==> src/rtl/vls_pkg.sv <==
package vls_pkg;

    localparam int SEQ_W      = 8;
    localparam int EXP_W      = 3;
    localparam int WAIT_W     = 10;
    localparam int JIT_CAP_US = 500;
    localparam int MAX_VL     = 128;

    typedef logic [SEQ_W-1:0]  seq_t;
    typedef logic [WAIT_W-1:0] wait_t;

    // registered grant record
    typedef struct packed {
        logic vld;
        logic dual;
        logic viol;
        seq_t seq;
    } stamp_t;

    // next sequence value: 255 wraps to 1
    function automatic seq_t seq_next(input seq_t s);
        return (s == seq_t'(255)) ? seq_t'(1) : seq_t'(s + seq_t'(1));
    endfunction

    // spacing length in microsecond ticks
    function automatic int unsigned gap_ticks(input logic [EXP_W-1:0] k,
                                              input int unsigned us_per_ms);
        return us_per_ms << k;
    endfunction

    // clamp the configured jitter limit
    function automatic wait_t clamp_lim(input wait_t lim);
        return (lim > wait_t'(JIT_CAP_US)) ? wait_t'(JIT_CAP_US) : lim;
    endfunction

endpackage

==> src/rtl/vls_vl_state.sv <==
module vls_vl_state
    import vls_pkg::*;
#(
    parameter int unsigned US_PER_MS = 1000,
    parameter int          GAP_W     = 17
) (
    input  logic             clk,
    input  logic             rst,
    input  logic             tick,
    input  logic             pend,
    input  logic [EXP_W-1:0] gap_exp,
    input  logic             win,
    input  wait_t            lim,
    output logic             elig,
    output seq_t             seq,
    output logic             viol
);

    logic [GAP_W-1:0] gap_q;
    wait_t            wait_q;
    seq_t             seq_q;

    localparam wait_t WAIT_SAT = '1;

    // spacing countdown, reloaded at the grant itself
    always_ff @(posedge clk) begin
        if (rst) begin
            gap_q <= '0;
        end else if (win) begin
            gap_q <= GAP_W'(gap_ticks(gap_exp, US_PER_MS));
        end else if (tick && gap_q != '0) begin
            gap_q <= gap_q - GAP_W'(1);
        end
    end

    assign elig = (gap_q == '0);

    // time spent eligible and waiting
    always_ff @(posedge clk) begin
        if (rst || win || !pend) begin
            wait_q <= '0;
        end else if (tick && elig && wait_q != WAIT_SAT) begin
            wait_q <= wait_q + wait_t'(1);
        end
    end

    always_ff @(posedge clk) begin
        if (rst) begin
            seq_q <= '0;
        end else if (win) begin
            seq_q <= seq_next(seq_q);
        end
    end

    assign seq  = seq_q;
    assign viol = (wait_q > lim);

    AST_NO_EARLY_WIN: assert property (@(posedge clk) disable iff (rst)
        win |-> (gap_q == '0)) else $error("link granted inside its spacing");

    AST_SEQ_WRAP: assert property (@(posedge clk) disable iff (rst)
        (win && seq_q == seq_t'(255)) |=> (seq_q == seq_t'(1))) else $error("sequence wrap wrong");

    AST_SEQ_NONZERO: assert property (@(posedge clk) disable iff (rst)
        win |=> (seq_q != '0)) else $error("sequence returned to zero");

    AST_WIN_NEEDS_PEND: assert property (@(posedge clk) disable iff (rst)
        win |-> pend) else $error("grant without waiting frame");

endmodule

==> src/rtl/vls_rr_arb.sv <==
module vls_rr_arb #(
    parameter int NUM_VL = 4,
    parameter int IDW    = 2
) (
    input  logic [NUM_VL-1:0] req,
    input  logic [IDW-1:0]    last_id,
    output logic [NUM_VL-1:0] gnt,
    output logic [IDW-1:0]    gnt_id,
    output logic              any
);

    // scan upward from the link after the last winner
    always_comb begin
        gnt    = '0;
        gnt_id = '0;
        any    = 1'b0;
        for (int unsigned off = 1; off <= NUM_VL; off++) begin
            int unsigned idx;
            idx = (int'(last_id) + off) % NUM_VL;
            if (!any && req[idx]) begin
                any      = 1'b1;
                gnt[idx] = 1'b1;
                gnt_id   = IDW'(idx);
            end
        end
    end

endmodule

==> src/rtl/vls_shaper.sv <==
module vls_shaper
    import vls_pkg::*;
#(
    parameter int          NUM_VL    = 4,
    parameter int unsigned US_PER_MS = 1000
) (
    input  logic                      clk,
    input  logic                      rst,
    input  logic                      tick_us,
    input  logic [NUM_VL-1:0]         vl_pend,
    input  logic [NUM_VL*EXP_W-1:0]   cfg_gap_exp,
    input  logic [NUM_VL-1:0]         cfg_single_port,
    input  logic [WAIT_W-1:0]         cfg_jit_lim_us,
    input  logic                      tx_done,
    output logic                      gnt_vld,
    output logic [((NUM_VL > 1) ? $clog2(NUM_VL) : 1)-1:0] gnt_vl,
    output logic [SEQ_W-1:0]          gnt_seq,
    output logic                      port_a_req,
    output logic                      port_b_req,
    output logic                      jit_viol
);

    localparam int IDW   = (NUM_VL > 1) ? $clog2(NUM_VL) : 1;
    localparam int GAP_W = $clog2(US_PER_MS * 128 + 1);

    generate
        if (NUM_VL > MAX_VL || NUM_VL < 2) begin : g_bad_count
            $error("NUM_VL must lie in 2..128");
        end
    endgenerate

    logic [NUM_VL-1:0] elig_v;
    logic [NUM_VL-1:0] viol_v;
    logic [NUM_VL-1:0] arb_req;
    logic [NUM_VL-1:0] arb_gnt;
    logic [NUM_VL-1:0] win_v;
    logic [IDW-1:0]    arb_id;
    logic              arb_any;
    seq_t              seq_a [NUM_VL];
    wait_t             lim_eff;

    stamp_t            gnt_q;
    logic [IDW-1:0]    id_q;
    logic [IDW-1:0]    last_q;

    assign lim_eff = clamp_lim(cfg_jit_lim_us);

    genvar gi;
    generate
        for (gi = 0; gi < NUM_VL; gi++) begin : g_vl
            vls_vl_state #(
                .US_PER_MS (US_PER_MS),
                .GAP_W     (GAP_W)
            ) vl_i (
                .clk     (clk),
                .rst     (rst),
                .tick    (tick_us),
                .pend    (vl_pend[gi]),
                .gap_exp (cfg_gap_exp[gi*EXP_W +: EXP_W]),
                .win     (win_v[gi]),
                .lim     (lim_eff),
                .elig    (elig_v[gi]),
                .seq     (seq_a[gi]),
                .viol    (viol_v[gi])
            );
        end
    endgenerate

    assign arb_req = vl_pend & elig_v;

    vls_rr_arb #(
        .NUM_VL (NUM_VL),
        .IDW    (IDW)
    ) arb_i (
        .req     (arb_req),
        .last_id (last_q),
        .gnt     (arb_gnt),
        .gnt_id  (arb_id),
        .any     (arb_any)
    );

    // arbitration only while no grant is outstanding
    assign win_v = gnt_q.vld ? '0 : arb_gnt;

    always_ff @(posedge clk) begin
        if (rst) begin
            gnt_q  <= '0;
            id_q   <= '0;
            last_q <= IDW'(NUM_VL - 1);
        end else if (!gnt_q.vld) begin
            if (arb_any) begin
                gnt_q.vld  <= 1'b1;
                gnt_q.dual <= !cfg_single_port[arb_id];
                gnt_q.viol <= viol_v[arb_id];
                gnt_q.seq  <= seq_a[arb_id];
                id_q       <= arb_id;
                last_q     <= arb_id;
            end
        end else if (tx_done) begin
            gnt_q <= '0;
        end
    end

    assign gnt_vld    = gnt_q.vld;
    assign gnt_vl     = id_q;
    assign gnt_seq    = gnt_q.seq;
    assign port_a_req = gnt_q.vld;
    assign port_b_req = gnt_q.vld & gnt_q.dual;
    assign jit_viol   = gnt_q.vld & gnt_q.viol;

    AST_GRANT_HOLD: assert property (@(posedge clk) disable iff (rst)
        (gnt_vld && !tx_done) |=> (gnt_vld && $stable(gnt_vl) && $stable(gnt_seq)))
        else $error("grant changed before release");

    AST_GRANT_RELEASE: assert property (@(posedge clk) disable iff (rst)
        (gnt_vld && tx_done) |=> !gnt_vld) else $error("grant not released");

    AST_ARB_ONEHOT: assert property (@(posedge clk) disable iff (rst)
        $onehot0(arb_gnt)) else $error("several links picked");

    AST_ARB_LEGAL: assert property (@(posedge clk) disable iff (rst)
        (arb_gnt & ~arb_req) == '0) else $error("ineligible link picked");

    AST_B_NEEDS_A: assert property (@(posedge clk) disable iff (rst)
        port_b_req |-> port_a_req) else $error("port B alone");

    AST_SINGLE_PORT: assert property (@(posedge clk) disable iff (rst)
        port_b_req |-> !cfg_single_port[gnt_vl]) else $error("single-port link sent to B");

endmodule

==> config.mk <==
export PLATFORM = sky130hd
export DESIGN_NAME = vls_shaper
export DESIGN_NICKNAME = d
export VERILOG_FILES = /design/src/rtl/vls_pkg.sv /design/src/rtl/vls_vl_state.sv /design/src/rtl/vls_rr_arb.sv /design/src/rtl/vls_shaper.sv
export SDC_FILE = /design/constraint.sdc
export NUM_CORES = 1
export LEC_CHECK = 0
export BUFFER_PORTS_ARGS = -buffer_cell sky130_fd_sc_hd__buf_2
export CELL_PAD_IN_SITES_DETAIL_PLACEMENT = 1
export CELL_PAD_IN_SITES_GLOBAL_PLACEMENT = 2
export CORE_MARGIN = 2
export CORE_UTILIZATION = 40
export CTS_CLUSTER_DIAMETER = 50
export DETAILED_ROUTE_END_ITERATION = 10
export PLACE_DENSITY = 0.95
export SYNTH_ARGS = -nofsm -noshare
export SYNTH_HDL_FRONTEND = slang
export SYNTH_SLANG_ARGS = --single-unit
==> constraint.sdc <==
create_clock -name clk -period 7.89 [get_ports clk]
set_input_delay 0.789 -clock clk [delete_from_list [all_inputs] [get_ports clk]]
set_output_delay 0.789 -clock clk [all_outputs]
set_load 0.03 [all_outputs]
==> flow_metrics.env, run 1 <==
export IMPL_worstPathArrival_ps=5160
export IMPL_power_frac_clock=0.235
export IMPL_synth_area_leader_cell="dfxtp_1"
export IMPL_grt_max_degree=81
export IMPL_slowest_stage="a21oi_2"
export IMPL_hold_violations=0
export IMPL_die_width_um=163
export IMPL_ctsResizeCount=0
export IMPL_status="finished clean"
export IMPL_placed_cell_area_um2=10600
export IMPL_firstDrtPassIters=5
export IMPL_rsz0062_at_grt="no"
export IMPL_hold_slack_ps=478
export IMPL_peakVddDrop_mv=0.127
export IMPL_synth_area_leaders="dfxtp_1, ha_1, nor2_1, xnor2_1, xor2_1"
export IMPL_path_cells="inv_1 -> ha_1 -> or4b_2 -> nor4_1 -> and2_1 -> nand4_1 -> nor3_1 -> o21ai_0 -> a21oi_2 -> a31oi_1 -> a2111oi_0"
export IMPL_synth_top_family_by_area="simple AND/OR/NAND/NOR gates"
export IMPL_synth_top_area_frac=0.305
export IMPL_synth_ff_type="dfxtp_1"
export IMPL_worstPathMaxFanout=26
export IMPL_multi_input_area_um2=6640
export IMPL_cts_max_path_buffers=2
export IMPL_wirelength_um=30300
export IMPL_yosys_area_share_simple=0.257
export IMPL_power_per_cell_area_nw_per_um2=290
export IMPL_yosys_warnings=0
export IMPL_p_switching_mw=1.40
export IMPL_netlist_area_um2=10200
export IMPL_gr_usage_all_layers=0.232
export IMPL_cts_root_buf="clkbuf_16"
export IMPL_leakagePower_nw=4.41
export IMPL_p_int_mw=1.84
export IMPL_worstPathRequired_ps=8200
export IMPL_grt_pass1_wl_um=49700
export IMPL_layout_nets=1372
export IMPL_start_kind="register"
export IMPL_grt_antenna_before_repair=0
export IMPL_synth_async_reset_ratio=0
export IMPL_grt_pass1_vias=9598
export IMPL_h_tree_depth=4
export IMPL_fin_crit_ps=4850
export IMPL_relSlewSlack=0.208
export IMPL_cts_made_buffers=17
export IMPL_synth_compound_area_frac=0.175
export IMPL_drive_above_1_share=0.0930
export IMPL_finalClockSkew_ps=12.6
export IMPL_fin_crit_sh=0.614
export IMPL_synthXorXnorAreaFrac=0.0948
export IMPL_share_comb_of_total_power=0.449
export IMPL_clock_sinks=155
export IMPL_hold_buffers=0
export IMPL_ys_types=78
export IMPL_drv_cap=0
export IMPL_tightestPinTransition_ps=1180
export IMPL_synth_adder_area_share=0.0778
export IMPL_grt_overflow=0
export IMPL_most_common_layout_cells="nor2_1, dfxtp_1, nand2_1"
export IMPL_cts_tree="yes"
export IMPL_tns_ps=0
export IMPL_postSynthCellCount=1266
export IMPL_drtIter0Drc=510
export IMPL_port_buffer_count=47
export IMPL_area_growth_pct=9.60
export IMPL_ant_nets=0
export IMPL_die_h_um=163
export IMPL_slew_violations=0
export IMPL_setup_viol=0
export IMPL_hp_class="register to register"
export IMPL_max_stage_delay_ps=940
export IMPL_clock_latency_ps=440
export IMPL_fin_cells=1620
export IMPL_post_cts_buffers=0
export IMPL_avgSynthCellArea_um2=8.03
export IMPL_max_freq_ghz=0.206
export IMPL_stdcell_area_um2=11100
export IMPL_num_io_pins=48
export IMPL_crit_path_end_kind="register"
export IMPL_seq_area_frac_synth=0.305
export IMPL_place_inst=1589
export IMPL_power_frac_seq=0.316
export IMPL_synth_mux_area_frac=0.0453
export IMPL_dp_hpwl_um=22100
export IMPL_clkTransAtPathRegs_ps=70
export IMPL_ys_ff_latch=155
export IMPL_antenna_cells=0
export IMPL_swShare=0.431
export IMPL_num_vias=9470
export IMPL_rows=58
export IMPL_initial_core_util=0.406
export IMPL_core_um2=25000
export IMPL_gp_congestion=0.888
export IMPL_final_util=0.445
export IMPL_synth_edf_count=0
export IMPL_die_area_um2=26700
export IMPL_final_common_cell="nor2_1"
export IMPL_drt_vias_per_instance=5.85
export IMPL_path_class="register to register"
export IMPL_seqCellArea_um2=3100
export IMPL_n_fill_cell=3084
export IMPL_wire_per_inst_um=18.7
export IMPL_route_detailed_drc=0
[per-layer routing]
layer,share of wire,global-route usage
met5,0,0
met1,0.45,0.297
met3,0.030,0.0300
met4,0.017,0.0648
met2,0.50,0.410
[sequential cells by signal, summed over array words and instances (netlist names)]
signal	flops
gnt_vld	1
gnt_seq	8
g_vl.vl_i.gap_q	68
gnt_vl	2
g_vl.vl_i.wait_q	40
g_vl.vl_i.seq	32
last_q	2
gnt_q	2
[area by class of cell]
type / instances / area share
sequential: 155 / 0.279
inverter: 35 / 0.0118
tap: 330 / 0.0371
clock inverter: 11 / 0.00663
clock buffer: 20 / 0.0401
multi-input combinational: 1009 / 0.596
timing repair buffer: 60 / 0.0301
[per-stage QoR]
| stage | setup WS [ps] | power, mW |
|---|---|---|
| 2_1_floorplan | 4220 | 2.08 |
| 3_3_place_gp | 3340 | 2.42 |
| 3_5_place_dp | 3100 | 2.47 |
| 4_1_cts | 3090 | 3.24 |
| 5_1_grt | 2610 | 3.45 |
| 6_report | 3040 | 3.23 |
[cells by family after synthesis]
family / count (synthesis)
AO/OA/AOI/OAI: 259
flip-flops: 155
other: 1
adder cells (fa/ha/maj): 64
XOR/XNOR: 110
multiplexers: 42
buffers and inverters: 105
AND/OR/NAND/NOR: 530
[critical path, delay by kind of cell, from the launching register on]
kind,cells,cell delay (ps)
and+or+nand+nor,5,2350
AOI/OAI and AO/OA,4,1750
DFF,1,310
adders and majority gates,1,160
buffers and inverters,1,130
[synthesized netlist by cell type, drive strengths merged (4+ instances only)]
cell,n
nand2,99
buf,20
a31oi,13
or3,11
maj3,4
o211ai,16
nor3,58
a211oi,37
nor4,24
o31ai,5
o41ai,6
and2,13
a2111oi,10
xor2,55
a2bb2oi,4
nand4,27
or4,9
a21o,17
xnor2,55
a311oi,11
a21oi,62
nand2b,8
inv,34
o21ai,43
ha,60
a41o,4
nor2b,12
mux2i,31
and3,33
and4,5
mux2,9
nand4b,5
nand3,42
nor3b,6
nor2,167
a221oi,4
dfxtp,155
o32ai,4
clkbuf,50
[power groups by stage]
stage | sequential (mW) | combinational (mW) | clock, mW
finish | 1.02 | 1.45 | 0.761
floorplan | 1.00 | 1.08 | 0
global placement | 1.03 | 1.39 | 0
global route | 1.04 | 1.61 | 0.804
detailed placement | 1.04 | 1.44 | 0
CTS | 1.02 | 1.45 | 0.772
[final timing paths]
check	endpoint	slack (ps)	from	cells after the start
setup / recovery	g_vl[3].vl_i.seq[7]	3040	g_vl[2].vl_i.gap_q[0]	11
hold / removal	gnt_seq[7]	480	gnt_seq[7]	2
setup reg to reg	g_vl[3].vl_i.seq[7]	3040	g_vl[2].vl_i.gap_q[0]	11
hold reg to reg	gnt_seq[7]	480	gnt_seq[7]	2
No activity file was read; power rests on OpenSTA's default activity.
==> run 2, diff against run 1 <==
--- a/config.mk
+++ b/config.mk
@@ -5,14 +5,15 @@
 export SDC_FILE = /design/constraint.sdc
 export NUM_CORES = 1
 export LEC_CHECK = 0
+export ABC_AREA = 1
 export BUFFER_PORTS_ARGS = -buffer_cell sky130_fd_sc_hd__buf_2
 export CELL_PAD_IN_SITES_DETAIL_PLACEMENT = 1
 export CELL_PAD_IN_SITES_GLOBAL_PLACEMENT = 2
 export CORE_MARGIN = 2
-export CORE_UTILIZATION = 40
+export CORE_UTILIZATION = 32
 export CTS_CLUSTER_DIAMETER = 50
 export DETAILED_ROUTE_END_ITERATION = 10
-export PLACE_DENSITY = 0.95
+export PLACE_DENSITY = 0.88
 export SYNTH_ARGS = -nofsm -noshare
 export SYNTH_HDL_FRONTEND = slang
 export SYNTH_SLANG_ARGS = --single-unit
==> constraint.sdc (replaced) <==
create_clock -name clk -period 4 [get_ports clk]
set_input_delay 0.4 -clock clk [delete_from_list [all_inputs] [get_ports clk]]
set_output_delay 0.4 -clock clk [all_outputs]
set_load 0.03 [all_outputs]
==> run 2 against run 1 <==
  * Setup slack lost 2600 ps
  * Sequential share of layout area shrank 2.8 points
  * Combinational power grew to 3.9 times the previous value
  * Utilization shrank 8.6 points
  * First-iteration DRC count shrank 4.3%
  * Final cell count grew 36%
  * Sequential power grew 120%
  * Clock power grew 120%
  * Critical endpoint is now gnt_seq[6]
==> flow_metrics.env, run 2 <==
export IMPL_grt_pass1_vias=11300
export IMPL_most_common_layout_cells="nand2_1, nor2_1, inv_1"
export IMPL_seqCellArea_um2=3100
export IMPL_max_freq_ghz=0.281
export IMPL_hold_slack_ps=288
export IMPL_relSlewSlack=0.350
export IMPL_synth_ff_type="dfxtp_1"
export IMPL_grt_pass1_wl_um=57500
export IMPL_path_class="register to register"
export IMPL_worstPathArrival_ps=3940
export IMPL_yosys_warnings=0
export IMPL_drt_vias_per_instance=5.04
export IMPL_die_h_um=191
export IMPL_status="finished clean"
export IMPL_top_usage_layer="met2"
export IMPL_avgSynthCellArea_um2=6.58
export IMPL_synth_edf_count=0
export IMPL_power_per_cell_area_nw_per_um2=776
export IMPL_hp_class="primary input to register"
export IMPL_met1_usage=0.251
export IMPL_setup_ws_ps=448
export IMPL_clock_sinks=155
export IMPL_reg_top3="g_vl.vl_i.gap_q (68), g_vl.vl_i.wait_q (40), g_vl.vl_i.seq (32)"
export IMPL_final_common_cell="nand2_1"
export IMPL_hold_end="g_vl[3].vl_i.gap_q[15]"
export IMPL_crit_path_end_kind="register"
export IMPL_worstPathRequired_ps=4390
export IMPL_area_growth_pct=10.3
export IMPL_grt_antenna_before_repair=0
export IMPL_synth_area_leader_cell="dfxtp_1"
export IMPL_ff2ff_path_depth=14
export IMPL_ys_types=51
export IMPL_h_tree_depth=4
export IMPL_wire_per_inst_um=15.9
export IMPL_clkTransAtPathRegs_ps=70
export IMPL_cts_tree="yes"
export IMPL_multi_input_area_um2=7000
export IMPL_start_kind="register"
export IMPL_ant_nets=0
export IMPL_pre_cts_ws_ps=504
export IMPL_netlist_area_um2=11200
export IMPL_cts_made_buffers=17
export IMPL_peakVddDrop_mv=0.403
export IMPL_r2r_end="gnt_seq[6]"
export IMPL_post_cts_buffers=0
export IMPL_cts_max_path_buffers=2
export IMPL_core_um2=34500
export IMPL_antenna_cells=0
export IMPL_initial_core_util=0.325
export IMPL_globalRouteMet3Util=0.0292
export IMPL_crit_path_frequent_cell="nand2_1"
export IMPL_synth_async_reset_ratio=0
export IMPL_drv_cap=0
export IMPL_layout_nets=1827
export IMPL_ctsResizeCount=0
export IMPL_r2r_start="last_q[1]"
export IMPL_dp_hpwl_um=26500
export IMPL_synth_top_area_frac=0.276
export IMPL_drtIter0Drc=488
export IMPL_slew_violations=0
export IMPL_fin_crit_sh=0.888
export IMPL_met2_usage=0.340
export IMPL_leakagePower_nw=5.51
export IMPL_port_buffer_count=47
export IMPL_die_width_um=191
export IMPL_hold_buffers=0
export IMPL_num_io_pins=48
export IMPL_synth_area_leaders="dfxtp_1, nand2_1, nand3_1, ha_1, nor2_1"
export IMPL_ys_top_cells_by_count="nand2_1, nor2_1, inv_1, nand3_1, dfxtp_1"
export IMPL_postSynthCellCount=1709
export IMPL_finalClockSkew_ps=17.8
export IMPL_setup_viol=0
export IMPL_largest_reg_flops=68
export IMPL_seq_area_frac_synth=0.276
export IMPL_tightestPinTransition_ps=973
export IMPL_slowest_stage="nand3_1"
export IMPL_gr_usage_all_layers=0.196
export IMPL_num_vias=11100
export IMPL_path_cells="inv_1 -> ha_1 -> inv_1 -> nand3_1 -> nand2_2 -> nand3_4 -> nand2_1 -> nand2_2 -> nand3_1 -> nand2_1 -> nand3_1 -> nand2_1 -> nand2_1 -> a21oi_1"
export IMPL_n_fill_cell=4554
export IMPL_die_area_um2=36600
export IMPL_tns_ps=0
export IMPL_worstPathMaxFanout=22
export IMPL_placed_cell_area_um2=11800
export IMPL_hp_start="cfg_gap_exp[10]"
export IMPL_max_stage_delay_ps=630
export IMPL_ys_ff_latch=155
export IMPL_yosysMostFrequentCell="nand2_1"
export IMPL_drive_above_1_share=0.115
export IMPL_grt_overflow=0
export IMPL_cts_root_buf="clkbuf_16"
export IMPL_largest_register="g_vl.vl_i.gap_q"
export IMPL_critPathTopFamily="simple AND/OR/NAND/NOR gates"
export IMPL_grt_max_degree=44
export IMPL_r2r_slack_ps=450
export IMPL_fin_crit_ps=3550
export IMPL_hold_violations=0
export IMPL_clock_latency_ps=450
export IMPL_worst_path_buf_inv=2
export IMPL_firstDrtPassIters=5
export IMPL_wirelength_um=34900
export IMPL_gp_congestion=0.857
export IMPL_route_detailed_drc=0
export IMPL_rsz0062_at_grt="no"
export IMPL_rows=68
export IMPL_stdcell_area_um2=12400
export IMPL_final_util=0.359
export IMPL_holdPathStages=3
## run 2: worst reg2reg max path, delay by kind of cell (launching register included)
family | cells | cell delay, ps
compound gates | 1 | 130
fa+ha+maj | 1 | 440
buf+inv | 2 | 380
flops | 1 | 550
simple gates | 10 | 2010
## run 2: area by class of cell
class	count	area share
tap	455	0.0459
sequential	155	0.250
timing repair buffer	61	0.0275
clock inverter	14	0.0130
inverter	206	0.0624
clock buffer	18	0.0354
multi-input combinational	1292	0.565
## run 2: how the worst max path moves through the flow
| stage | from | endpoint | slack, ps | cells past startpoint |
|---|---|---|---|---|
| 4_1_cts | last_q[1] | gnt_seq[2] | 490 | 14 |
| 5_1_grt | last_q[1] | gnt_seq[6] | 150 | 14 |
| 3_5_place_dp | last_q[1] | gnt_seq[2] | 500 | 14 |
| 2_1_floorplan | last_q[0] | g_vl[1].vl_i.gap_q[10] | 1410 | 19 |
| 6_report | last_q[1] | gnt_seq[6] | 450 | 14 |
| 3_3_place_gp | last_q[1] | gnt_seq[4] | 730 | 14 |
## run 2: metrics by stage
step	power [mW]	std cells
finish	9.61	2201
global placement	7.74	2169
global route	10.5	2201
detailed placement	7.90	2169
CTS	9.67	2201
floorplan	6.66	1712
## run 2: kinds of logic after synthesis
| family | synth area share |
|---|---|
| xor+xnor | 0.0592 |
| flops | 0.276 |
| mux | 0.00100 |
| compound gates | 0.118 |
| simple gates | 0.377 |
| fa+ha+maj | 0.0668 |
| buf+inv | 0.102 |
| other cells | 0.000334 |
## run 2: power by group
| group | internal, mW | switching [mW] |
|---|---|---|
| combinational | 1.80 | 3.84 |
| clock | 0.948 | 0.745 |
| sequential | 1.90 | 0.382 |
## run 2: metal layers
metal,routed length (um),vias to the layer above
met2,16800,129
met4,519,0
met1,16800,5311
met5,0,-
met3,856,33
li1,-,5614
